## config.mk

```make
export PLATFORM = sky130hd
export DESIGN_NAME = swallow_synth_div
export DESIGN_NICKNAME = d
export VERILOG_FILES = /design/src/rtl/swallow_div_pkg.sv /design/src/rtl/ref_div.sv /design/src/rtl/swallow_div.sv /design/src/rtl/pfd.sv /design/src/rtl/swallow_synth_div.sv
export SDC_FILE = /design/constraint.sdc
export NUM_CORES = 1
export LEC_CHECK = 0
export CAP_MARGIN = 20
export CORE_UTILIZATION = 30
export CTS_BUF_LIST = sky130_fd_sc_hd__clkbuf_4
export DETAILED_ROUTE_END_ITERATION = 8
export GPL_TIMING_DRIVEN = 0
export PLACE_DENSITY_LB_ADDON = 0.08
export RECOVER_POWER = 100
export SLEW_MARGIN = 20
export SYNTH_ARGS = -nofsm -noshare
export SYNTH_HDL_FRONTEND = slang
export SYNTH_SLANG_ARGS = --single-unit
```

## constraint.sdc

```tcl
create_clock -name clk_i -period 6.5 [get_ports clk_i]
set_input_delay 1.3 -clock clk_i [delete_from_list [all_inputs] [get_ports clk_i]]
set_output_delay 1.3 -clock clk_i [all_outputs]
set_load 0.005 [all_outputs]
```

## src/rtl/swallow_div_pkg.sv

```systemverilog
package swallow_div_pkg;
  typedef enum logic [1:0] {
    ADDR_R    = 2'd0,
    ADDR_A    = 2'd1,
    ADDR_B    = 2'd2,
    ADDR_CTRL = 2'd3
  } cfg_addr_e;

  localparam int CTRL_P32 = 0;
  localparam int CTRL_CP0 = 1;
  localparam int CTRL_INV = 3;
endpackage

```

## src/rtl/ref_div.sv

```systemverilog
module ref_div #(
  parameter int CW = 10
) (
  input  logic          clk_i,
  input  logic          rst_ni,
  input  logic          ref_edge_i,
  input  logic [CW-1:0] nxt_r_i,
  output logic          rdiv_o
);
  logic [CW-1:0] act_r_q, cnt_q;
  logic          last;

  // R=0 behaves as R=1
  assign last = ({1'b0, cnt_q} + (CW+1)'(1)) >= {1'b0, act_r_q};

  always_ff @(posedge clk_i or negedge rst_ni) begin
    if (!rst_ni) begin
      act_r_q <= CW'(1);
      cnt_q   <= '0;
      rdiv_o  <= 1'b0;
    end else begin
      rdiv_o <= ref_edge_i && last;
      if (ref_edge_i) begin
        if (last) begin
          cnt_q   <= '0;
          act_r_q <= nxt_r_i;
        end else begin
          cnt_q <= cnt_q + CW'(1);
        end
      end
    end
  end


  rdiv_after_edge_chk: assert property (@(posedge clk_i) disable iff (!rst_ni)
    rdiv_o |-> $past(ref_edge_i));

  r_load_chk: assert property (@(posedge clk_i) disable iff (!rst_ni)
    !$stable(act_r_q) |-> rdiv_o);
endmodule

```

## src/rtl/swallow_div.sv

```systemverilog
module swallow_div #(
  parameter int CW     = 10,
  parameter int AW     = 6,
  parameter int PRE_LO = 16,
  parameter int PRE_HI = 32
) (
  input  logic          clk_i,
  input  logic          rst_ni,
  input  logic          vco_edge_i,
  input  logic [AW-1:0] nxt_a_i,
  input  logic [CW-1:0] nxt_b_i,
  input  logic          nxt_p32_i,
  output logic          fdiv_o,
  output logic          err_o
);
  localparam int PW = $clog2(PRE_HI + 1);

  logic [PW-1:0] pre_q, mod_m1;
  logic [AW-1:0] act_a_q, a_cnt_q;
  logic [CW-1:0] act_b_q, b_cnt_q;
  logic          act_p32_q;
  logic          swallow, pre_wrap, cyc_end;

  assign err_o    = (act_b_q == '0) || (act_b_q < CW'(act_a_q));
  assign swallow  = a_cnt_q < act_a_q;
  assign mod_m1   = (act_p32_q ? PW'(PRE_HI - 1) : PW'(PRE_LO - 1)) + PW'(swallow);
  assign pre_wrap = vco_edge_i && (pre_q == mod_m1);
  assign cyc_end  = pre_wrap && (b_cnt_q == act_b_q - CW'(1));

  always_ff @(posedge clk_i or negedge rst_ni) begin
    if (!rst_ni) begin
      act_a_q   <= '0;
      act_b_q   <= CW'(1);
      act_p32_q <= 1'b0;
      pre_q     <= '0;
      a_cnt_q   <= '0;
      b_cnt_q   <= '0;
      fdiv_o    <= 1'b0;
    end else if (err_o) begin
      // hold, retry working set on each VCO edge
      fdiv_o  <= 1'b0;
      pre_q   <= '0;
      a_cnt_q <= '0;
      b_cnt_q <= '0;
      if (vco_edge_i) begin
        act_a_q   <= nxt_a_i;
        act_b_q   <= nxt_b_i;
        act_p32_q <= nxt_p32_i;
      end
    end else begin
      fdiv_o <= cyc_end;
      if (vco_edge_i) begin
        if (!pre_wrap) begin
          pre_q <= pre_q + PW'(1);
        end else begin
          pre_q <= '0;
          if (cyc_end) begin
            a_cnt_q   <= '0;
            b_cnt_q   <= '0;
            act_a_q   <= nxt_a_i;
            act_b_q   <= nxt_b_i;
            act_p32_q <= nxt_p32_i;
          end else begin
            b_cnt_q <= b_cnt_q + CW'(1);
            if (swallow) a_cnt_q <= a_cnt_q + AW'(1);
          end
        end
      end
    end
  end


  pre_range_chk: assert property (@(posedge clk_i) disable iff (!rst_ni)
    pre_q <= PW'(PRE_HI));

  a_bound_chk: assert property (@(posedge clk_i) disable iff (!rst_ni)
    a_cnt_q <= act_a_q);

  fdiv_after_edge_chk: assert property (@(posedge clk_i) disable iff (!rst_ni)
    fdiv_o |-> $past(vco_edge_i));

  err_quiet_chk: assert property (@(posedge clk_i) disable iff (!rst_ni)
    err_o |=> !fdiv_o);

  n_load_chk: assert property (@(posedge clk_i) disable iff (!rst_ni)
    !$stable(act_b_q) |-> (fdiv_o || $past(err_o)));
endmodule

```

## src/rtl/pfd.sv

```systemverilog
module pfd (
  input  logic clk_i,
  input  logic rst_ni,
  input  logic ref_p_i,
  input  logic fb_p_i,
  input  logic inv_i,
  output logic src_o,
  output logic sink_o
);
  logic up_q, dn_q, up_n, dn_n;

  always_comb begin
    up_n = up_q | ref_p_i;
    dn_n = dn_q | fb_p_i;
    if (up_n && dn_n) begin
      up_n = 1'b0;
      dn_n = 1'b0;
    end
  end

  always_ff @(posedge clk_i or negedge rst_ni) begin
    if (!rst_ni) begin
      up_q <= 1'b0;
      dn_q <= 1'b0;
    end else begin
      up_q <= up_n;
      dn_q <= dn_n;
    end
  end

  assign src_o  = inv_i ? dn_q : up_q;
  assign sink_o = inv_i ? up_q : dn_q;


  no_both_chk: assert property (@(posedge clk_i) disable iff (!rst_ni)
    !(up_q && dn_q));

  up_set_chk: assert property (@(posedge clk_i) disable iff (!rst_ni)
    (ref_p_i && !fb_p_i && !dn_q) |=> up_q);

  out_excl_chk: assert property (@(posedge clk_i) disable iff (!rst_ni)
    $onehot0({src_o, sink_o}));
endmodule

```

## src/rtl/swallow_synth_div.sv

```systemverilog
module swallow_synth_div
  import swallow_div_pkg::*;
#(
  parameter int CW     = 10,
  parameter int AW     = 6,
  parameter int PRE_LO = 16,
  parameter int PRE_HI = 32
) (
  input  logic          clk_i,
  input  logic          rst_ni,
  input  logic          ref_edge_i,
  input  logic          vco_edge_i,
  input  logic          cfg_we_i,
  input  logic [1:0]    cfg_addr_i,
  input  logic [CW-1:0] cfg_wdata_i,
  output logic          rdiv_o,
  output logic          fdiv_o,
  output logic          src_o,
  output logic          sink_o,
  output logic [1:0]    cp_code_o,
  output logic          cfg_err_o
);
  logic [CW-1:0] sh_r_q, sh_b_q;
  logic [AW-1:0] sh_a_q;
  logic          sh_p32_q, sh_inv_q;
  logic [1:0]    sh_cp_q;

  always_ff @(posedge clk_i or negedge rst_ni) begin
    if (!rst_ni) begin
      sh_r_q   <= CW'(1);
      sh_a_q   <= '0;
      sh_b_q   <= CW'(1);
      sh_p32_q <= 1'b0;
      sh_inv_q <= 1'b0;
      sh_cp_q  <= '0;
    end else if (cfg_we_i) begin
      unique case (cfg_addr_e'(cfg_addr_i))
        ADDR_R:    sh_r_q <= cfg_wdata_i;
        ADDR_A:    sh_a_q <= cfg_wdata_i[AW-1:0];
        ADDR_B:    sh_b_q <= cfg_wdata_i;
        ADDR_CTRL: begin
          sh_p32_q <= cfg_wdata_i[CTRL_P32];
          sh_cp_q  <= cfg_wdata_i[CTRL_CP0 +: 2];
          sh_inv_q <= cfg_wdata_i[CTRL_INV];
        end
        default: ;
      endcase
    end
  end

  assign cp_code_o = sh_cp_q;

  ref_div #(.CW(CW)) i_ref_div (
    .clk_i      (clk_i),
    .rst_ni     (rst_ni),
    .ref_edge_i (ref_edge_i),
    .nxt_r_i    (sh_r_q),
    .rdiv_o     (rdiv_o)
  );

  swallow_div #(.CW(CW), .AW(AW), .PRE_LO(PRE_LO), .PRE_HI(PRE_HI)) i_swallow_div (
    .clk_i      (clk_i),
    .rst_ni     (rst_ni),
    .vco_edge_i (vco_edge_i),
    .nxt_a_i    (sh_a_q),
    .nxt_b_i    (sh_b_q),
    .nxt_p32_i  (sh_p32_q),
    .fdiv_o     (fdiv_o),
    .err_o      (cfg_err_o)
  );

  pfd i_pfd (
    .clk_i   (clk_i),
    .rst_ni  (rst_ni),
    .ref_p_i (rdiv_o),
    .fb_p_i  (fdiv_o),
    .inv_i   (sh_inv_q),
    .src_o   (src_o),
    .sink_o  (sink_o)
  );


  cp_follow_chk: assert property (@(posedge clk_i) disable iff (!rst_ni)
    (cfg_we_i && cfg_addr_i == 2'd3) |=> (cp_code_o == $past(cfg_wdata_i[2:1])));
endmodule

```

==> metrics.txt, run 1 <==
outcome=complete, but fails checks; failing checks=max-capacitance violations, max-slew violations; Post-Synth Adder-Cell Area=6.68%; Via Count=3547; Top Family by Delay on Critical Path=compound AO/OA/AOI/OAI gates; synth warn=0; DR WL/cell=16.3 um; clock root buffer=clkbuf_4; min cycle time layout=4.76 ns; final setup fails=0; critical path arrival=5.11 ns; post-synth top area share=44.0%; required time worst endpoint=6.86 ns; final core occ=34.4%; P_leak=2.48 nW; DR vias/cell=4.97; Final nets=532; DRT Pass-1 Iters=4; crit path cell chain=ha_1 -> nand4_1 -> o21ai_0 -> inv_1 -> ha_1 -> xnor2_1 -> nand3_1 -> nor2_1 -> mux2_1 -> and4bb_1 -> o21ai_0 -> clkbuf_1 -> mux2_1; Die Area=17400 um2; Worst-Margin Slew=2.74 ns; most frequent cells in the layout=dfrtp_1 (89), mux2_2 (43), nand2_1 (30); total global routing overflow=0; area of the core=16500 um2; cells after synthesis=454; multiplexer share of the synthesized area=13.5%; CTS Buf Count=9; most common cell after layout, fill and taps aside=dfrtp_1; DRT Wirelength=11.6 mm; Synth Flop Type=dfrtp_1; Synth Cell Area=5060 um2; syn nets=498; post-CTS resize count=0; routability cong.=0.768; num ports=24; die width=132 um; # H-tree levels=3; initial core utilization=30.6%; element type at the critical path end=flop; total power=2.09 mW; footprint of the multi-input gates=2500 um2; CP max-delay cell=o21ai_0; kind of critical path=reg -> reg; Async S/R FF share, synth=100%; Filler Cell Count=1678; post-synthesis xor/xnor area fraction=4.15%; Finished Cell Area=5690 um2; IO buf count=22; Seq/Total Area, Yosys=46.1%; setup tns final=0 ns; DRC=0; Die Y=132 um; Post-synth EDFFs=0; ranking of synthesized cells by area=dfrtp_1 (44%), mux2_2 (9.8%), ha_1 (6.7%); Post-Synth Simple-Gate Area=16.4%; largest net degree at the start of global routing=48; Routed Antenna Nets=0; TritonCTS clock tree=yes; Max Slew Vio Count=47; Worst Path Buf+Inv=2; initial antenna violation count=1; number of global-route vias before repair=3488; CP max stage delay=0.76 ns; clock insertion delay at the later pin of the skew report=0.46 ns; RSZ-0062 raised after global routing=false; CTS Hold Bufs=0; post-CTS setup buffer count=0; crit path max fanout=10; Tcrit/Tclk final=73.2%; CTS Sinks=93; Rows=47; Slew HR=-82.7%; wire length of the first global-routing pass=19.3 mm; Max-cap violations=1; Hold Vio Cnt, Final=0; DRT iter0 DRCs=116; Compound-Gate Fraction of Synth Area=9.03%; min-delay worst type=reg -> reg; Critical Path Source Type=flop; Synth Register Bits=93; Seq. cell area=2330 um2; hpwl dp=8.60 mm; peak supply drop=0.160 mV; DP Area=5580 um2; Yosys cell types=63; FMAX=210 MHz; P per Cell Area=367 nW/um2; Syn Area/Cell=11.1 um2; GRT Resource Usage Total=14.4%; Reg clk slew, reported paths=0.16 ns; fraction of layout instances using a drive strength above 1=15.8%; post-route clock skew=0.0145 ns; Bufs on Longest Clock Path=2; Synth area leader=dfrtp_1; synthesis-to-layout area growth=12.5%; main combinational cell family by area after synthesis=simple AND/OR/NAND/NOR gates
[final timing paths]
| kind | depth (start not counted) | to | slack, ns | start |
|---|---|---|---|---|
| worst max-delay path | 13 | i_swallow_div.act_a_q[1] | 1.74 | i_swallow_div.a_cnt_q[5] |
| worst min-delay path | 1 | i_pfd.dn_q | 0.47 | i_ref_div.rdiv_o |
| worst max register to register | 13 | i_swallow_div.act_a_q[1] | 1.74 | i_swallow_div.a_cnt_q[5] |
| worst min register to register | 1 | i_pfd.dn_q | 0.47 | i_ref_div.rdiv_o |
| max in group asynchronous | 1 | sh_a_q[0] | 3.28 | rst_ni |
| min in group asynchronous | 1 | i_swallow_div.a_cnt_q[5] | 1.69 | rst_ni |
[cell type report]
type	instances	area share [%]
buffer	21	1.78
tap	220	4.84
clock buffer	9	1.19
timing repair buffer	23	4.24
inverter	26	1.71
sequential	93	41.0
antenna	1	0.0440
multi-input combinational	314	44.0
clock inverter	7	1.25
[power by group]
group          switching (mW)  internal, mW  leakage, nW
combinational           0.456         0.408         1.26
clock                   0.209         0.120       0.0777
sequential              0.151         0.743         1.14
[cells by family after synthesis]
family / Yosys count
adders and majority gates: 27
muxes: 61
buffers and inverters: 47
AOI/OAI and AO/OA: 59
and+or+nand+nor: 143
DFF: 93
xor gates and xnor gates: 24
[state kept, by name, indices dropped and copies added, names as in the netlist, 2 cells and up]
register / flops
i_swallow_div.a_cnt_q: 6
i_swallow_div.pre_q: 6
sh_a_q: 6
sh_r_q: 10
cp_code_o: 2
i_ref_div.act_r_q: 10
i_swallow_div.act_a_q: 6
i_ref_div.cnt_q: 10
i_swallow_div.b_cnt_q: 10
sh_b_q: 10
i_swallow_div.act_b_q: 10
[layer usage]
| layer | part of all wire, % | global-route usage (%) | vias up | wire length (um) |
|---|---|---|---|---|
| met2 | 47 | 22.3 | 41 | 5430 |
| met3 | 3.5 | 4.08 | 10 | 411 |
| met1 | 49 | 19.4 | 1764 | 5640 |
| met4 | 1.1 | 4.26 | 0 | 133 |
| met5 | 0 | 0 | - | 0 |
| li1 | - | - | 1732 | - |
[metrics by stage]
step,cells,setup slack [ns],hold WS (ns)
after global routing,714,1.29,0.497
after global placement,696,0.451,0.461
after CTS,713,2.17,0.480
after floorplan,454,3.35,0.449
after detailed placement,697,2.69,0.454
final,714,1.74,0.474
[synthesized netlist by cell type (3+ instances only)]
master,n
xor2_1,14
mux2_1,13
nand2b_1,7
o211ai_1,4
a32o_1,4
a211o_1,3
nand4_1,18
nor3_1,6
nand3b_1,3
a21oi_1,9
a22o_1,3
or4_1,11
nand2_1,30
o21ai_1,4
and3_1,5
buf_6,3
dfrtp_1,89
nor2_1,18
inv_1,24
o21ai_0,5
o2bb2ai_1,6
ha_1,27
xnor2_1,10
nand3_1,23
dfstp_2,4
clkbuf_1,12
buf_2,3
mux2_2,44
mux2i_1,4
nor2b_1,3
Note: power is estimated with default switching activity, not from simulation.
==> inputs of run 2 (changes only) <==
clock period = 4.7 ns   (was 6.5 ns; I/O delays follow)
==> run 2 against run 1 <==
Hold slack unchanged. Highest routed layer unchanged. Global-route usage unchanged. Clock skew about the same. Cell area decreased by 0.20%. Largest cell class unchanged. Die area unchanged. First-iteration DRC count increased by 6.0%. Count of clock-buffer cells in the layout unchanged. The run still ends with max-capacitance violations, max-slew violations left.
==> metrics.txt, run 2 (same netlist as run 1, synthesis figures left out) <==
busiest grt layer=met2; die width=132 um (unchanged); failing checks=max-capacitance violations, max-slew violations; WHS Path Cells=1 (unchanged); post-CTS resize count=0 (unchanged); DR vias/cell=4.97 (unchanged); min cycle time layout=4.18 ns; RSZ-0062 raised after global routing=false; CTS Buf Count=9 (unchanged); DRT iter0 DRCs=123 (+6.0%); Net Sw Power=1.13 mW (+38%); Hold Crit Endpoint=i_pfd.dn_q; Via Count=3547 (unchanged); DR WL/cell=16.2 um (-0.38%); TritonCTS clock tree=yes; peak supply drop=0.221 mV (+38%); final hold slack=0.474 ns (unchanged); final setup fails=0 (unchanged); CTS Sinks=93 (unchanged); Worst-Margin Slew=2.61 ns (-0.128 ns); GRT Resource Usage Total=14.4% (unchanged); most common cell after layout, fill and taps aside=dfrtp_1; Bufs on Longest Clock Path=2 (unchanged); Int Pwr=1.76 mW (+38%); grt met1 use=19.4% (unchanged); sw frac=39.1% (about the same); routability cong.=0.768 (unchanged); Die Y=132 um (unchanged); fraction of layout instances using a drive strength above 1=16.4% (+0.61 points); Hold Vio Cnt, Final=0 (unchanged); num ports=24 (unchanged); final core occ=34.4% (-0.068 points); Final nets=532 (unchanged); FMAX=239 MHz; Die Area=17400 um2 (unchanged); clock root buffer=clkbuf_4; Routed Antenna Nets=0 (unchanged); wire length of the first global-routing pass=19.3 mm (unchanged); hpwl dp=8.60 mm (unchanged); required time worst endpoint=3.76 ns (-3.10 ns); outcome=complete, but fails checks; GR Util met3=4.08% (unchanged); Reg clk slew, reported paths=0.16 ns (about the same); CP max-delay cell=dlygate4sd3_1; post-CTS setup buffer count=0 (unchanged); capturing point of the worst reg2reg path=i_swallow_div.act_a_q[1]; element type at the critical path end=output pin; area of the core=16500 um2 (unchanged); Slew HR=-74.2% (+8.5 points); Flop pwr share=42.8% (about the same); Clk pwr share=15.8% (about the same); Rows=47 (unchanged); DRT Pass-1 Iters=4 (unchanged); min-delay worst type=reg -> reg; HP Start=i_ref_div.rdiv_o; # H-tree levels=3 (unchanged); initial antenna violation count=1 (unchanged); Filler Cell Count=1681 (+0.18%); Worst Reg2Reg Path Length in Cells=13 (unchanged); total global routing overflow=0 (unchanged); DRC=0 (unchanged); synthesis-to-layout area growth=12.3%; Max Slew Vio Count=48 (+2.1%); P per Cell Area=508 nW/um2 (+39%); CP max stage delay=0.64 ns (-0.12 ns); critical path arrival=3.24 ns (-1.87 ns); Critical Path Source Type=flop; CTS Hold Bufs=0 (unchanged); largest net degree at the start of global routing=48 (unchanged); Comb pwr share=41.4% (about the same); crit path max fanout=10 (unchanged); P_leak=2.48 nW (-0.18%); initial core utilization=30.6% (unchanged); Crit Reg-Reg Startpoint=i_swallow_div.a_cnt_q[5]; IO buf count=22 (unchanged); met2 Usage GRT=22.3% (unchanged); kind of critical path=reg -> out; Tcrit/Tclk final=88.9%; crit path cell chain=ha_1 -> a211oi_1 -> o21ai_1 -> a311o_1 -> inv_2 -> clkbuf_1 -> dlygate4sd3_1; post-route clock skew=0.0149 ns (+0.000392 ns); most frequent cells in the layout=dfrtp_1 (89), mux2_2 (44), nand2_1 (30); r2r setup slk=0.65 ns (-1.09 ns); number of global-route vias before repair=3488 (unchanged); clock insertion delay at the later pin of the skew report=0.46 ns (about the same); Max-cap violations=1 (unchanged); DRT Wirelength=11.6 mm (-0.38%)
-- run 2: cell count changes in the layout (fill, tap and decap cells not counted) --
cell and change:
clkbuf_1 -1, mux2_1 -1, mux2_2 +1, buf_6 +1, o21ai_2 +1, clkbuf_2 +1
o21ai_0 -1, buf_16 -1
-- run 2: layout make-up --
class                      instances  area, um2  share of cell area, %
antenna                            1       2.50                 0.0441
clock buffer                       9       67.6                   1.19
timing repair buffer              23        219                   3.85
multi-input combinational        314       2510                   44.1
inverter                          26       97.6                   1.72
sequential                        93       2330                   41.1
tap                              220        275                   4.85
clock inverter                     7       71.3                   1.26
buffer                            21        109                   1.92
-- run 2: critical path: cells and delay by family (launching register included) --
family                     cells  cell delay, ns
AOI/OAI and AO/OA              3            0.83
adders and majority gates      1            0.33
buffers and inverters          3            1.12
DFF                            1            0.51
-- run 2: how the worst max path moves through the flow --
stage,from,end,slack [ns],cells after the start
finish,i_swallow_div.act_b_q[1],cfg_err_o,0.52,7
global route,i_swallow_div.a_cnt_q[3],i_swallow_div.act_b_q[2],0.32,13
CTS,i_swallow_div.act_b_q[1],cfg_err_o,0.73,7
detailed placement,i_swallow_div.a_cnt_q[2],i_swallow_div.act_a_q[1],0.89,13
global placement,rst_ni,i_ref_div.cnt_q[1],-0.99,1
floorplan,i_swallow_div.a_cnt_q[3],i_swallow_div.act_b_q[4],1.55,14
-- run 2: layer usage --
| layer | part of all wire (%) | wire, um |
|---|---|---|
| met4 | 1.1 | 133 |
| met2 | 47 | 5400 |
| met3 | 3.3 | 385 |
| met1 | 49 | 5650 |
| met5 | 0 | 0 |
-- run 2: power groups by stage --
stage / clock (mW) / combinational (mW) / sequential [mW]
2_1_floorplan: 0 / 0.932 / 1.19
3_3_place_gp: 0 / 1.20 / 1.25
3_5_place_dp: 0 / 1.23 / 1.26
4_1_cts: 0.491 / 1.24 / 1.24
5_1_grt: 0.514 / 1.37 / 1.28
6_report: 0.456 / 1.19 / 1.24
-- run 2: through the flow --
| stage | power, mW | setup WS, ns | instance area (um2) | setup TNS [ns] | cells |
|---|---|---|---|---|---|
| 2_1_floorplan | 2.12 | 1.55 | 5060 | 0 | 454 |
| 3_3_place_gp | 2.45 | -0.989 | 5560 | -87.49 | 696 |
| 3_5_place_dp | 2.49 | 0.893 | 5580 | 0 | 697 |
| 4_1_cts | 2.97 | 0.735 | 5720 | 0 | 713 |
| 5_1_grt | 3.16 | 0.323 | 5680 | 0 | 714 |
| 6_report | 2.89 | 0.523 | 5680 | 0 | 714 |
